### src/rtl/rtcst_pkg.sv
package rtcst_pkg;
  localparam int REG_W   = 8;
  localparam int B_THR   = 7;
  localparam int B_UV    = 6;
  localparam int B_SCR   = 5;
  localparam int B_HALT  = 4;
  localparam int B_CKEN  = 3;
  localparam int B_PI    = 2;
  localparam int B_ALW   = 1;
  localparam int B_ALD   = 0;
  localparam int NUM_EVT = 3;
  localparam logic [REG_W-1:0] RST_VAL = 8'h10;
endpackage

### src/rtl/rtcst_flag.sv
module rtcst_flag #(
  parameter logic RST = 1'b0
) (
  input  logic clk,
  input  logic rst_n,
  input  logic set_i,
  input  logic clr_i,
  output logic q_o
);
  always_ff @(posedge clk or negedge rst_n) begin
    if (!rst_n)     q_o <= RST;
    else if (set_i) q_o <= 1'b1;
    else if (clr_i) q_o <= 1'b0;
  end

  // a set event beats a clear in the same cycle
  a_r9_set_wins: assert property (@(posedge clk) disable iff (!rst_n)
    set_i |=> q_o);
  // only a clear request brings the flag down
  a_r8_clear_only: assert property (@(posedge clk) disable iff (!rst_n)
    (!set_i && !clr_i) |=> $stable(q_o));
  a_r8_clear_works: assert property (@(posedge clk) disable iff (!rst_n)
    (clr_i && !set_i) |=> !q_o);
endmodule

### src/rtl/rtcst_rwbit.sv
module rtcst_rwbit #(
  parameter logic RST = 1'b0
) (
  input  logic clk,
  input  logic rst_n,
  input  logic wr_i,
  input  logic d_i,
  input  logic frc0_i,
  output logic q_o
);
  always_ff @(posedge clk or negedge rst_n) begin
    if (!rst_n)      q_o <= RST;
    else if (frc0_i) q_o <= 1'b0;
    else if (wr_i)   q_o <= d_i;
  end

  // a plain write lands as written
  a_r2_write_lands: assert property (@(posedge clk) disable iff (!rst_n)
    (wr_i && !frc0_i) |=> (q_o == $past(d_i)));
  // forcing input overrides the write
  a_r7_force_zero: assert property (@(posedge clk) disable iff (!rst_n)
    frc0_i |=> !q_o);
endmodule

### src/rtl/rtc_pwr_osc_status.sv
module rtc_pwr_osc_status
  import rtcst_pkg::*;
(
  input  logic             clk,
  input  logic             rst_n,
  input  logic             wr_en,
  input  logic [REG_W-1:0] wr_data,
  input  logic             uv_evt,
  input  logic             halt_evt,
  input  logic             ce_level,
  input  logic             pi_evt,
  input  logic             alw_evt,
  input  logic             ald_evt,
  output logic [REG_W-1:0] status_q,
  output logic             mon_en,
  output logic             thr_lo
);
  logic uv_q, halt_q, thr_q, scr_q, cken_q;
  logic uv_take, halt_take;
  logic [NUM_EVT-1:0] evt_in, evt_q;

  assign uv_take   = uv_evt & ~uv_q;
  assign halt_take = halt_evt & ~ce_level;

  rtcst_flag #(.RST(RST_VAL[B_UV])) u_uv (
    .clk(clk), .rst_n(rst_n), .set_i(uv_take),
    .clr_i(wr_en & ~wr_data[B_UV]), .q_o(uv_q));

  rtcst_flag #(.RST(RST_VAL[B_HALT])) u_halt (
    .clk(clk), .rst_n(rst_n), .set_i(halt_take),
    .clr_i(wr_en & ~wr_data[B_HALT]), .q_o(halt_q));

  rtcst_rwbit #(.RST(RST_VAL[B_THR])) u_thr (
    .clk(clk), .rst_n(rst_n), .wr_i(wr_en), .d_i(wr_data[B_THR]),
    .frc0_i(1'b0), .q_o(thr_q));

  rtcst_rwbit #(.RST(RST_VAL[B_SCR])) u_scr (
    .clk(clk), .rst_n(rst_n), .wr_i(wr_en), .d_i(wr_data[B_SCR]),
    .frc0_i(halt_take), .q_o(scr_q));

  rtcst_rwbit #(.RST(RST_VAL[B_CKEN])) u_cken (
    .clk(clk), .rst_n(rst_n), .wr_i(wr_en), .d_i(wr_data[B_CKEN]),
    .frc0_i(1'b0), .q_o(cken_q));

  assign evt_in = {pi_evt, alw_evt, ald_evt};

  for (genvar i = 0; i < NUM_EVT; i++) begin : g_evt
    rtcst_flag #(.RST(RST_VAL[B_ALD+i])) u_evt (
      .clk(clk), .rst_n(rst_n), .set_i(evt_in[i]),
      .clr_i(wr_en & ~wr_data[B_ALD+i]), .q_o(evt_q[i]));
  end

  always_comb begin
    status_q          = '0;
    status_q[B_THR]   = thr_q;
    status_q[B_UV]    = uv_q;
    status_q[B_SCR]   = scr_q;
    status_q[B_HALT]  = halt_q;
    status_q[B_CKEN]  = cken_q;
    status_q[B_ALD +: NUM_EVT] = evt_q;
  end

  assign mon_en = ~uv_q;
  assign thr_lo = thr_q;

  // with the monitor off, comparator pulses cannot change the flag
  a_r3_uv_held: assert property (@(posedge clk) disable iff (!rst_n)
    (!mon_en && !(wr_en && !wr_data[B_UV])) |=> status_q[B_UV]);
  // a high chip enable blocks halt sensing
  a_r5_ce_gate: assert property (@(posedge clk) disable iff (!rst_n)
    (ce_level && !status_q[B_HALT]) |=> !status_q[B_HALT]);
  // an accepted halt event leaves the scratch bit low
  a_r7_scratch_cleared: assert property (@(posedge clk) disable iff (!rst_n)
    (halt_evt && !ce_level) |=> (status_q[B_HALT] && !status_q[B_SCR]));
  // writing 0 to the under-voltage flag restarts monitoring
  a_r4_restart: assert property (@(posedge clk) disable iff (!rst_n)
    (wr_en && !wr_data[B_UV] && !mon_en) |=> mon_en);
endmodule

### config.mk
export PLATFORM = sky130hd
export DESIGN_NAME = rtc_pwr_osc_status
export DESIGN_NICKNAME = d
export VERILOG_FILES = /design/src/rtl/rtcst_pkg.sv /design/src/rtl/rtcst_flag.sv /design/src/rtl/rtcst_rwbit.sv /design/src/rtl/rtc_pwr_osc_status.sv
export SDC_FILE = /design/constraint.sdc
export NUM_CORES = 1
export LEC_CHECK = 0
export BUFFER_PORTS_ARGS = -buffer_cell sky130_fd_sc_hd__buf_4
export CAP_MARGIN = 40
export CORE_AREA = 2 2 39 41
export DETAILED_ROUTE_END_ITERATION = 6
export DIE_AREA = 0 0 41 43
export SYNTH_ARGS = -nofsm -noshare
export SYNTH_HDL_FRONTEND = slang
export SYNTH_HIERARCHICAL = 1
export SYNTH_SLANG_ARGS = --single-unit
### constraint.sdc
create_clock -name clk -period 0.8 [get_ports clk]
set_input_delay 0.04 -clock clk [delete_from_list [all_inputs] [get_ports clk]]
set_output_delay 0.04 -clock clk [all_outputs]
set_load 0.02 [all_outputs]
=== Yosys cells after proc, flatten, opt, wreduce, memory -nomap -nowiden ===
Cells that the tools add are included.

* Logic and storage cells: 40
* Output and inout port bits: 10
* Register bits: 8

* Reductions and logical operators: 6
* Bitwise operators: 14
* Multiplexer cells: 12

{| class="wikitable"
|+ Operator list
! kind !! number
|-
| 1-bit two-way mux || 12
|-
| 2-bit nonzero test || 6
|-
| 1-bit bitwise AND || 7
|-
| 1-bit NOT || 7
|}

=== Longest topological paths before layout ===
* Word-level depth: 4
* Gate-level depth with buffers: 3

=== Cells and area by module ===
Netlist, hierarchy kept.

{| class="wikitable"
|+ By module, submodules not included
! module !! area each (µm²) !! instances !! cells an instance
|-
| rtcst_flag (g_evt[0].u_evt ...) || 36.3 || 4 || 3
|-
| rtcst_rwbit || 38.8 || 3 || 3
|-
| rtc_pwr_osc_status || 101.3 || 1 || 14
|-
| rtcst_flag (u_halt) || 37.5 || 1 || 3
|}

=== Worst setup path before layout ===
OpenSTA, ideal clock, no wires.

* Path kind: flip-flop to flip-flop
* From: reg u_thr/q_o (netlist name)
* To: reg u_thr.q_o
* Slack: 0.056 ns
* Data arrival time: 0.626 ns
* Stages on the path, launching flop included: 3
* Clock period less this slack: 0.744 ns
* Path buffers: 0
* Data required time: 0.682 ns
* Cells stage by stage: dfrtp_1 > mux2i_1 > nor2_1

{| class="wikitable"
|+ RTL lines
! item !! line !! source
|-
| end signal: assignment || rtcst_rwbit.sv:14 || <nowiki>else if (wr_i) q_o <= d_i;</nowiki>
|-
| end: declaration || rtcst_rwbit.sv:9 || <nowiki>output logic q_o</nowiki>
|}

=== Final worst setup path ===
* From: reg u_halt.q_o
* To: out status_q[4]

{| class="wikitable"
|+ RTL lines
! item !! line !! source
|-
| start: declaration || rtcst_flag.sv:8 || <nowiki>output logic q_o</nowiki>
|-
| start signal: assignment || rtcst_flag.sv:11 || <nowiki>if (!rst_n) q_o <= RST;</nowiki>
|-
| start signal: assignment || rtcst_flag.sv:12 || <nowiki>else if (set_i) q_o <= 1'b1;</nowiki>
|-
| start signal: assignment || rtcst_flag.sv:13 || <nowiki>else if (clr_i) q_o <= 1'b0;</nowiki>
|-
| end: declaration || rtc_pwr_osc_status.sv:14 || <nowiki>output logic [REG_W-1:0] status_q,</nowiki>
|}

No word-level cell between the ends.

==> metrics <==
die area=~1800 sq um; CP top delay family=flip-flops; Routed Wire Length=about 820 microns; CP max FO=2; share of layout cells above drive strength 1=between 50 and 60%; antenna-violating nets left=0; GRT Overall Usage=11.98%; crit path DAT=0.89 ns; Max Clock Skew=0 ns; CP endpoint kind=output port; most frequent cells in the layout=buf_4 (18), buf_6 (11), dfrtp_1 (7); n_diodes=0; Synth Warn #=6; RSZ-0062 raised after global routing=true; setup violators final=11; CTS buffer count=3; P&R area growth vs syn=77.81%; PD cells=1678 nW/um^2; Max Freq=1076 MHz; Setup WS pre-CTS=between 0.1 and 0.15 ns; Synth Register Bits=8; CP peak stage delay=0.53 ns; post-route worst setup slack=-0.1297 ns; Clk pwr share=26.8%; Final #Nets=89; clk sinks=8; Max-Cap Viols=0; initial core utilization=28.93%; violated checks=negative setup slack; CTS tree=built; Worst setup SP type=flop; Critical-path top delay cell=dfstp_2; Critical Path RT=0.76 ns; largest net degree at the start of global routing=9; clk buf depth=2; IO Count=27; Fill cells=130; Post-route DRC=0; Remaining Overflow, GRT=0; minimum clock period=0.9297 ns; Final Hold Vio Count=0; clk root buf=clkbuf_4; Die H=43 microns; DRT iter0 DRCs=0; crit path cell chain=buf_6; Worst Hold Class=in2reg; Flop pwr share=40.4%; max-slew violations=0; average instance area after synthesis=10.54 sq um; setup TNS=-0.3848 ns; area of the core=1384 sq um; DR WL/cell=9.460 microns; most common cell after layout, fill and taps aside=buf_4; Lkg Pwr=0.3802 nW; num rows=14; post-synth cell types=10; vias per std cell=3.839; clk_lat worst skew=0.25 ns; critical path class=reg2out; Final Cycle Share=116.2%; port buffer count=26; Internal=0.8788 mW; total power=~1.2 mW; Die W=41 microns; initial antenna violation count=0; number of global-route vias before repair=320; Worst-path clk slew=0.05 ns; Syn Inst Count=38; H-tree Lvls=1; switching power=0.3158 mW; Max IR drop VDD=0.6869 mV; first-pass GRT wire length=1276 microns; run status=finished, violations left; number of buffers and inverters on the critical path=1; TritonRoute pass-1 iters=1; Seq/Total Area, Yosys=between 50% and 60%; Comb pwr share=32.8%; via count=334; Syn Std Cell Area=400.4 sq um; post-DP HPWL=620.8 microns; sw frac=roughly a quarter; GPL Wtd Cong=around 0.64
## flip-flops by register name, indices dropped and copies added, names as in the netlist
register and cells:
u_scr/q_o 1, u_thr/q_o 1, u_cken/q_o 1, u_uv/q_o 1, u_halt/q_o 1, g_evt.u_evt/q_o 3
## cells by family (layout without fill, tap and decap cells)
kind of cell / count (synthesis) / in the layout / synth area share [%]
other cells: 1 / 2 / 0.9366
simple gates: 10 / 10 / 16.87
mux: 3 / 3 / 7.500
buf+inv: 11 / 43 / 15.00
compound gates: 5 / 5 / 9.376
flops: 8 / 8 / 50.31
## cell usage after synthesis
library cell	number	area (sq um)
nor2b_1	2	12.51
mux2i_1	3	30.03
dfrtp_1	7	175.2
buf_4	5	37.54
nor2_1	3	11.26
inv_1	6	22.52
dfstp_2	1	26.28
conb_1	1	3.750
and2b_2	5	43.79
a21o_1	5	37.54
## layer usage
layer / track usage [%] / wire length (microns)
met1: 11.33 / 318
met2: 16.88 / 420
met3: 6.283 / 62
met4: 12.00 / 22
met5: 0 / 0
## final timing paths
path | from | slack (ns) | endpoint | cells past startpoint
setup / recovery | u_halt/q_o | -0.13 | status_q[4] | 1
hold / removal | wr_data[5] | 0.04 | u_scr/q_o | 3
setup reg to reg | u_thr/q_o | -0.03 | u_thr/q_o | 3
hold reg to reg | g_evt[2].u_evt/q_o | 0.51 | g_evt[2].u_evt/q_o | 1
max in group asynchronous | rst_n | 0.44 | u_halt/q_o | 2
min in group asynchronous | rst_n | 0.15 | g_evt[0].u_evt/q_o | 2
## repair_timing
action                                 4_1_cts  5_1_grt
hold buffers                                 4        0
gates resized for setup                     10        1
buffers inserted                             3        0
pin swaps                                    0        2
endpoints found under the hold margin       11        0
setup endpoints to repair                   10       13
cloned                                       0        0
## per-stage QoR
| step | std cells | utilization, % | hold WS (ns) | cell area (sq um) |
|---|---|---|---|---|
| floorplan | 39 | - | -0.2556 | 404.1 |
| finish | 87 | 51.45 | 0.04075 | 711.9 |
| detailed placement | 76 | 42.04 | -0.1341 | 581.8 |
| global route | 87 | 51.45 | 0.04355 | 711.9 |
| CTS | 87 | 51.18 | 0.03232 | 708.2 |
| global placement | 76 | 42.04 | -0.1333 | 581.8 |
## power by group through the flow
stage / combinational [mW] / clock [mW] / sequential, mW
global placement: 0.303 / 0 / 0.480
CTS: 0.389 / 0.345 / 0.479
floorplan: 0.167 / 0 / 0.494
detailed placement: 0.307 / 0 / 0.481
finish: 0.392 / 0.320 / 0.482
global route: 0.423 / 0.384 / 0.488
## layout make-up
class	count	area [sq um]	area share (%)
clock buffer	4	26.28	3.691
inverter	6	22.52	3.163
multi-input combinational	20	142.6	20.04
sequential	8	201.4	28.30
tap	16	20.02	2.812
timing repair buffer	33	299.0	42.00
Power figures use the tool's default switching activity.
